### src/rtl/gpib_talker_pkg.sv
package gpib_talker_pkg;

  localparam int BYTE_W  = 8;
  localparam int TAG_END = 8;
  localparam int TAG_CMD = 9;

  typedef enum logic [3:0] {
    T_IDLE, T_ADDR, T_SPOLL, T_ACTIVE,
    T_ID_UNT, T_ID_SEC, T_ID_TX1, T_ID_WAIT, T_ID_TX2, T_ID_DONE
  } talk_st_t;

  typedef enum logic [1:0] {SH_IDLE, SH_DELAY, SH_XFER, SH_NEXT} sh_st_t;

  typedef enum logic [2:0] {
    ORG_NONE, ORG_CMD, ORG_DATA, ORG_SPOLL, ORG_ID1, ORG_ID2
  } org_t;

endpackage

### src/rtl/gpib_ofifo.sv
module gpib_ofifo #(
  parameter int DEPTH = 8,
  parameter int WIDTH = 16
) (
  input  logic             clk,
  input  logic             rst_n,
  input  logic             we_i,
  input  logic [WIDTH-1:0] din_i,
  input  logic             pop_i,
  output logic [WIDTH-1:0] head_o,
  output logic             empty_o,
  output logic             full_o
);
  localparam int PTR_W = (DEPTH > 1) ? $clog2(DEPTH) : 1;
  localparam int CNT_W = $clog2(DEPTH + 1);

  logic [WIDTH-1:0] mem [DEPTH];
  logic [PTR_W-1:0] wptr, wptr_n, rptr, rptr_n;
  logic [CNT_W-1:0] count, count_n;
  logic             wr_ok, rd_ok;

  assign full_o  = (count == CNT_W'(DEPTH));
  assign empty_o = (count == '0);
  assign wr_ok   = we_i && !full_o;
  assign rd_ok   = pop_i && !empty_o;
  assign head_o  = mem[rptr];

  always_comb begin
    wptr_n  = wptr;
    rptr_n  = rptr;
    count_n = count;
    if (wr_ok) wptr_n = (wptr == PTR_W'(DEPTH - 1)) ? '0 : wptr + 1'b1;
    if (rd_ok) rptr_n = (rptr == PTR_W'(DEPTH - 1)) ? '0 : rptr + 1'b1;
    if (wr_ok && !rd_ok) count_n = count + 1'b1;
    else if (rd_ok && !wr_ok) count_n = count - 1'b1;
  end

  always_ff @(posedge clk or negedge rst_n) begin
    if (!rst_n) begin
      wptr  <= '0;
      rptr  <= '0;
      count <= '0;
    end else begin
      wptr  <= wptr_n;
      rptr  <= rptr_n;
      count <= count_n;
    end
  end

  always_ff @(posedge clk) begin
    if (wr_ok) mem[wptr] <= din_i;
  end

  a_r3_no_pop_when_empty: assert property (@(posedge clk) disable iff (!rst_n)
    pop_i |-> !empty_o);
  a_r3_count_bounded: assert property (@(posedge clk) disable iff (!rst_n)
    count <= CNT_W'(DEPTH));

endmodule

### src/rtl/gpib_talk_fsm.sv
module gpib_talk_fsm
  import gpib_talker_pkg::*;
(
  input  logic     clk,
  input  logic     rst_n,
  input  logic     atn_i,
  input  logic     talk_stb_i,
  input  logic     untalk_stb_i,
  input  logic     sec_stb_i,
  input  logic     spe_stb_i,
  input  logic     spd_stb_i,
  input  logic     xfer_done_i,
  input  org_t     xfer_org_i,
  input  logic     sh_idle_i,
  output talk_st_t st_o
);
  talk_st_t st, st_n;
  logic     spms, spms_n;

  assign st_o = st;

  always_comb begin
    st_n   = st;
    spms_n = spms;
    if (atn_i && spe_stb_i)      spms_n = 1'b1;
    else if (atn_i && spd_stb_i) spms_n = 1'b0;
    if (atn_i && talk_stb_i)        st_n = T_ADDR;
    else if (atn_i && untalk_stb_i) st_n = T_ID_UNT;
    else begin
      case (st)
        T_ADDR:            if (!atn_i) st_n = spms ? T_SPOLL : T_ACTIVE;
        T_ACTIVE, T_SPOLL: if (atn_i) st_n = T_ADDR;
        T_ID_UNT:          if (atn_i && sec_stb_i) st_n = T_ID_SEC;
        T_ID_SEC:          if (!atn_i) st_n = T_ID_TX1;
        T_ID_TX1:          if (xfer_done_i && xfer_org_i == ORG_ID1) st_n = T_ID_WAIT;
        T_ID_WAIT:         if (sh_idle_i && !atn_i) st_n = T_ID_TX2;
        T_ID_TX2:          if (xfer_done_i && xfer_org_i == ORG_ID2) st_n = T_ID_DONE;
        default:           ;
      endcase
    end
  end

  always_ff @(posedge clk or negedge rst_n) begin
    if (!rst_n) begin
      st   <= T_IDLE;
      spms <= 1'b0;
    end else begin
      st   <= st_n;
      spms <= spms_n;
    end
  end

  a_r7_spoll_needs_flag: assert property (@(posedge clk) disable iff (!rst_n)
    (st == T_SPOLL) |-> spms);
  a_r8_atn_returns_addressed: assert property (@(posedge clk) disable iff (!rst_n)
    $past(atn_i && (st == T_ACTIVE || st == T_SPOLL) && !untalk_stb_i) |-> (st == T_ADDR));
  a_r10_sec_only_after_untalk: assert property (@(posedge clk) disable iff (!rst_n)
    (st == T_ID_SEC && $past(st) != T_ID_SEC) |-> ($past(st) == T_ID_UNT));

endmodule

### src/rtl/gpib_src_hs.sv
module gpib_src_hs
  import gpib_talker_pkg::*;
#(
  parameter int DLY_CYC = 3
) (
  input  logic              clk,
  input  logic              rst_n,
  input  org_t              sel_org_i,
  input  logic [BYTE_W-1:0] sel_byte_i,
  input  logic              sel_eoi_i,
  input  logic              nrfd_i,
  input  logic              ndac_i,
  output logic              dav_o,
  output logic [BYTE_W-1:0] dio_o,
  output logic              eoi_o,
  output logic              done_o,
  output org_t              done_org_o,
  output logic              idle_o
);
  localparam int CNT_W = (DLY_CYC > 1) ? $clog2(DLY_CYC) : 1;

  sh_st_t            st, st_n;
  logic [CNT_W-1:0]  cnt, cnt_n;
  logic              load;
  logic [BYTE_W-1:0] lat_byte;
  logic              lat_eoi;
  org_t              lat_org;
  logic              driving;

  always_comb begin
    st_n  = st;
    cnt_n = cnt;
    load  = 1'b0;
    case (st)
      SH_IDLE: if (sel_org_i != ORG_NONE) begin
        st_n  = SH_DELAY;
        load  = 1'b1;
        cnt_n = CNT_W'(DLY_CYC - 1);
      end
      SH_DELAY: begin
        if (sel_org_i != lat_org) st_n = SH_IDLE;
        else if (cnt == '0) begin
          if (!nrfd_i) st_n = SH_XFER;
        end else cnt_n = cnt - 1'b1;
      end
      SH_XFER: if (!ndac_i) st_n = SH_NEXT;
      default: st_n = SH_IDLE;
    endcase
  end

  always_ff @(posedge clk or negedge rst_n) begin
    if (!rst_n) begin
      st      <= SH_IDLE;
      cnt     <= '0;
      lat_byte <= '0;
      lat_eoi <= 1'b0;
      lat_org <= ORG_NONE;
    end else begin
      st  <= st_n;
      cnt <= cnt_n;
      if (load) begin
        lat_byte <= sel_byte_i;
        lat_eoi  <= sel_eoi_i;
        lat_org  <= sel_org_i;
      end
    end
  end

  assign driving    = (st == SH_DELAY) || (st == SH_XFER);
  assign dav_o      = (st == SH_XFER);
  assign dio_o      = driving ? lat_byte : '0;
  assign eoi_o      = driving && lat_eoi;
  assign done_o     = (st == SH_XFER) && !ndac_i;
  assign done_org_o = lat_org;
  assign idle_o     = (st == SH_IDLE);

  a_r5_dav_waits_nrfd: assert property (@(posedge clk) disable iff (!rst_n)
    $rose(dav_o) |-> !$past(nrfd_i));
  a_r5_dav_after_settle: assert property (@(posedge clk) disable iff (!rst_n)
    $rose(dav_o) |-> $past(cnt == '0));
  a_r6_lines_hold: assert property (@(posedge clk) disable iff (!rst_n)
    (dav_o && $past(dav_o)) |-> ($stable(dio_o) && $stable(eoi_o)));
  a_r6_release_on_ndac: assert property (@(posedge clk) disable iff (!rst_n)
    $fell(dav_o) |-> !$past(ndac_i));

endmodule

### src/rtl/gpib_talker.sv
module gpib_talker
  import gpib_talker_pkg::*;
#(
  parameter int DEPTH   = 8,
  parameter int ENTRY_W = 16,
  parameter int DLY_CYC = 3
) (
  input  logic               clk,
  input  logic               rst_n,
  input  logic               atn_i,
  input  logic               talk_stb_i,
  input  logic               untalk_stb_i,
  input  logic               sec_stb_i,
  input  logic               spe_stb_i,
  input  logic               spd_stb_i,
  input  logic               nrfd_i,
  input  logic               ndac_i,
  input  logic               ofifo_we_i,
  input  logic [ENTRY_W-1:0] ofifo_din_i,
  output logic               ofifo_full_o,
  input  logic [7:0]         status_byte_i,
  input  logic               id_we_i,
  input  logic               id_sel_i,
  input  logic [7:0]         id_din_i,
  output logic               dav_o,
  output logic [7:0]         dio_o,
  output logic               eoi_o
);
  logic [ENTRY_W-1:0] head;
  logic               q_empty, pop;
  logic               unused_head_bits;
  logic [7:0]         id_first, id_second;
  talk_st_t           t_st;
  org_t               sel_org, hs_org;
  logic [7:0]         sel_byte;
  logic               sel_eoi, hs_done, hs_idle;

  assign unused_head_bits = ^head[ENTRY_W-1:TAG_CMD+1];

  always_ff @(posedge clk or negedge rst_n) begin
    if (!rst_n) begin
      id_first  <= '0;
      id_second <= '0;
    end else begin
      if (id_we_i && !id_sel_i) id_first  <= id_din_i;
      if (id_we_i &&  id_sel_i) id_second <= id_din_i;
    end
  end

  always_comb begin
    sel_org = ORG_NONE;
    if (atn_i) begin
      if (!q_empty && head[TAG_CMD]) sel_org = ORG_CMD;
    end else begin
      case (t_st)
        T_SPOLL:  sel_org = ORG_SPOLL;
        T_ID_TX1: sel_org = ORG_ID1;
        T_ID_TX2: sel_org = ORG_ID2;
        T_ACTIVE: if (!q_empty && !head[TAG_CMD]) sel_org = ORG_DATA;
        default:  sel_org = ORG_NONE;
      endcase
    end
  end

  always_comb begin
    sel_byte = head[BYTE_W-1:0];
    sel_eoi  = 1'b0;
    case (sel_org)
      ORG_DATA:  sel_eoi  = head[TAG_END];
      ORG_SPOLL: sel_byte = status_byte_i;
      ORG_ID1:   sel_byte = id_first;
      ORG_ID2: begin
        sel_byte = id_second;
        sel_eoi  = 1'b1;
      end
      default: ;
    endcase
  end

  assign pop = hs_done && (hs_org == ORG_CMD || hs_org == ORG_DATA);

  gpib_ofifo #(.DEPTH(DEPTH), .WIDTH(ENTRY_W)) u_fifo (
    .clk(clk), .rst_n(rst_n), .we_i(ofifo_we_i), .din_i(ofifo_din_i),
    .pop_i(pop), .head_o(head), .empty_o(q_empty), .full_o(ofifo_full_o)
  );

  gpib_talk_fsm u_talk (
    .clk(clk), .rst_n(rst_n), .atn_i(atn_i), .talk_stb_i(talk_stb_i),
    .untalk_stb_i(untalk_stb_i), .sec_stb_i(sec_stb_i), .spe_stb_i(spe_stb_i),
    .spd_stb_i(spd_stb_i), .xfer_done_i(hs_done), .xfer_org_i(hs_org),
    .sh_idle_i(hs_idle), .st_o(t_st)
  );

  gpib_src_hs #(.DLY_CYC(DLY_CYC)) u_sh (
    .clk(clk), .rst_n(rst_n), .sel_org_i(sel_org), .sel_byte_i(sel_byte),
    .sel_eoi_i(sel_eoi), .nrfd_i(nrfd_i), .ndac_i(ndac_i), .dav_o(dav_o),
    .dio_o(dio_o), .eoi_o(eoi_o), .done_o(hs_done), .done_org_o(hs_org),
    .idle_o(hs_idle)
  );

  a_r9_second_id_ends: assert property (@(posedge clk) disable iff (!rst_n)
    (dav_o && t_st == T_ID_TX2 && hs_org == ORG_ID2) |-> eoi_o);
  a_r4_command_no_eoi: assert property (@(posedge clk) disable iff (!rst_n)
    (dav_o && hs_org == ORG_CMD) |-> !eoi_o);
  a_r3_full_holds: assert property (@(posedge clk) disable iff (!rst_n)
    (ofifo_full_o && !pop) |=> ofifo_full_o);

endmodule

### config.mk
export PLATFORM = sky130hd
export DESIGN_NAME = gpib_talker
export DESIGN_NICKNAME = d
export VERILOG_FILES = /design/src/rtl/gpib_talker_pkg.sv /design/src/rtl/gpib_ofifo.sv /design/src/rtl/gpib_talk_fsm.sv /design/src/rtl/gpib_src_hs.sv /design/src/rtl/gpib_talker.sv
export SDC_FILE = /design/constraint.sdc
export NUM_CORES = 1
export LEC_CHECK = 0
export BUFFER_PORTS_ARGS = -buffer_cell sky130_fd_sc_hd__buf_2
export CORE_UTILIZATION = 61
export DETAILED_ROUTE_END_ITERATION = 10
export PLACE_DENSITY = 0.8
export SETUP_SLACK_MARGIN = 0.1
export SLEW_MARGIN = 0
export SYNTH_ARGS = -nofsm -noshare
export SYNTH_HDL_FRONTEND = slang
export SYNTH_HIERARCHICAL = 1
export SYNTH_SLANG_ARGS = --single-unit
### constraint.sdc
create_clock -name clk -period 3.75 [get_ports clk]
set_input_delay 0.375 -clock clk [delete_from_list [all_inputs] [get_ports clk]]
set_output_delay 0.375 -clock clk [all_outputs]
set_load 0.01 [all_outputs]
==> summary.txt <==
Timing
  • Fmax: around 310 MHz
  • Tmin final: about 3.3 ns
  • RSZ-0062 raised after global routing: no
  • Final Hold Vio Count: 0
  • TNS Setup: 0 ns
  • Period utilisation layout: 0.8732
  • Slew Limit Fails: 0
  • Slew headroom: 0.2938
  • Worst Skew: approximately 0.010 ns
  • Endpoints failing setup: 0
  • Slew @ Worst Pin: roughly 1.1 ns
  • Final Hold Slack: ~0.039 ns

Pwr
  • Peak supply drop: 0.5157 mV
  • Sw Ratio: 0.3296
  • Comb pwr share: 0.306
  • Leak: 0.002711 uW
  • Design internal power: between 3000 and 4000 uW
  • Flop pwr share: 0.385
  • Sw Pwr: between 1500 and 2000 uW
  • Pwr Density: between 700 and 800 nW/um^2
  • Clock Power Share: 0.309

Routing
  • TritonRoute pass-1 iters: 5
  • Detailed Route WL: about 12000 um
  • WL/cell: approximately 20 um
  • Vias: ~3600
  • 1st-iter DRT viols: 120
  • # DRC: 0
  • Vias/cell: just over 6
  • Remaining antenna violation count: 0

GRT
  • Vias in the first global route: 3534
  • Met1 Use GR: 0.3092
  • M2 GR Usage: 0.4205
  • Global-route wire length before repair: roughly 18000 um
  • Total gr overflow: 0
  • GR peak layer: met2
  • M3 GR Usage: 0.05540
  • Initial antenna violation count: 0
  • Overall Global Routing Usage: 0.2490
  • Largest net degree at the start of global routing: 48

CTS
  • Postcts setup bufs: 0
  • CTS tree: yes
  • CTS Buf Count: 17
  • Root Buffer: clkbuf_8
  • Clock sink total: between 100 and 150
  • Max Buffers Root-to-Sink: 2
  • H-tree depth: 4
  • # resized after CTS: 0
  • Worst-skew pair later-pin latency: 0.52 ns
  • CTS Hold Bufs: 0
  • Clk pin slew, worst setup/hold paths: about 0.07 ns

Run
  • Maxcap violations: 0

Floorplan
  • I/O pins: 56
  • Die footprint: between 10000 and 15000 um^2
  • Die width: 101.8 um
  • Num rows: 36
  • Die height: 101.8 um
  • Initial Util: 0.6249
  • Core area: between 9000 and 10000 um^2

Logic synthesis
  • Syn_nets: 450
  • Yosys warns: 6
  • Mean Syn Cell Area: 15.51 um^2
  • Synthesized area: a little over 6000 um^2
  • Syn Inst Count: slightly below 400

Outcome
  • Status: completed

Setup path
  • Launch point of the worst reg-to-reg path: u_fifo/rptr[0]
  • Crit path max fanout: 12
  • Crit-path slowest cell: o31ai_2
  • Max stage delay on crit path: between 0.9 and 1 ns
  • Arrival @ worst endpoint: between 3 and 4 ns
  • CP endpoint kind: register
  • Crit Path Class: reg2reg
  • R2R cell count: 6
  • Reg-to-Reg End: u_sh/lat_byte[6]
  • Type of origin of the critical path: register
  • Worst path required time: between 4 and 5 ns
  • Cell mode on critical path: mux2_2
  • Critical Path, Cell by Cell: mux4_1, mux2_2, nand2_1, o21ai_0, o31ai_2, mux2_2
  • R2R Setup Slk: ~0.48 ns

Cells and area
  • Filler cell count: approximately 620
  • # nets final: 505
  • Share of post-route cells with drive strength above 1: 0.3543
  • Synth-to-Final Area Change: 15.44%
  • N_diodes: 0

Placement
  • GPL Wtd Cong: 0.7841
  • Port Buffer Count: 49
  • DP HPWL: about 7200 um

Worst hold path
  • HP Class: in2async
==> stage by stage <==
stage	util	total power, uW	setup WS (ns)	cells	instance area [um^2]
5_1_grt	0.7213	5652	0.2929	593	7018
3_3_place_gp	0.6590	3630	0.5316	561	6411
6_report	0.7213	5382	0.4755	593	7018
4_1_cts	0.7213	5406	0.4652	593	7018
3_5_place_dp	0.6590	3706	0.4929	561	6411
2_1_floorplan	-	3325	0.8767	392	6080
==> cell usage in the layout (no fill, tap or decap), types with 2 or more instances in the layout <==
cell type,instances
nand2b_1,3
mux2i_1,11
or4_1,3
edfxtp_1,80
mux4_1,13
a2111o_1,2
o21ai_0,7
nor2b_1,6
a21oi_1,9
a221o_2,8
nor2_1,19
buf_2,49
and2_1,10
buf_4,8
a22o_1,3
bufinv_16,2
a22oi_1,3
nand3b_1,2
nor3b_1,3
ha_1,12
mux2_2,40
dfrtp_1,47
clkbuf_16,16
a21o_1,2
nor3_1,9
inv_8,5
o211ai_1,5
xnor2_1,6
inv_6,4
nand2_1,14
inv_1,8
clkinv_4,2
mux4_2,7
nand3_1,4
==> sequential cells by signal (all words and copies together) (netlist names) <==
name	cells
u_sh/st	2
u_talk/spms	1
u_sh/lat_eoi	1
u_fifo/rptr	3
u_fifo/mem	80
u_fifo/count	4
u_sh/done_org_o	3
id_first	8
u_fifo/wptr	3
u_talk/st_o	4
id_second	8
u_sh/cnt	2
u_sh/lat_byte	8
==> layer usage <==
| metal | share of wire | up-vias |
|---|---|---|
| met3 | 0.034 | 20 |
| met1 | 0.43 | 1850 |
| met5 | 0 | - |
| li1 | - | 1664 |
| met4 | 0.023 | 0 |
| met2 | 0.52 | 94 |
==> worst max-delay path, delay by kind of cell, from the launching register on <==
| kind | cells | cell delay [ns] |
|---|---|---|
| compound gates | 2 | 1.24 |
| flops | 1 | 0.54 |
| mux | 3 | 1.30 |
| simple gates | 1 | 0.06 |
==> power groups by stage <==
stage | clock [uW] | sequential [uW] | combinational, uW
global route | 1740 | 2110 | 1800
global placement | 0 | 2060 | 1570
floorplan | 0 | 1980 | 1340
CTS | 1680 | 2070 | 1660
finish | 1660 | 2070 | 1650
detailed placement | 0 | 2090 | 1620
==> worst max-delay path by stage <==
stage / startpoint / to / slack, ns / depth (start not counted)
2_1_floorplan: u_sh/st[0] / u_fifo/count[3] / 0.88 / 11
3_3_place_gp: u_fifo/rptr[0] / u_sh/lat_byte[2] / 0.53 / 6
3_5_place_dp: u_fifo/rptr[0] / u_sh/lat_byte[6] / 0.49 / 6
4_1_cts: u_fifo/rptr[0] / u_sh/lat_byte[6] / 0.47 / 6
5_1_grt: u_fifo/rptr[0] / u_sh/lat_byte[6] / 0.29 / 6
6_report: u_fifo/rptr[0] / u_sh/lat_byte[6] / 0.48 / 6
==> cell type report <==
class                   count  area, um^2  area share
well taps                 133       166.4     0.02371
inverters                   9       33.78    0.004814
clock buffers              17       414.1     0.05901
repair buffers             57       305.3     0.04350
multi-input cells         235        2327      0.3316
flip-flops and latches    127        3578      0.5099
clock inverters            15       192.7     0.02746
(Power assumes the default switching activity.)
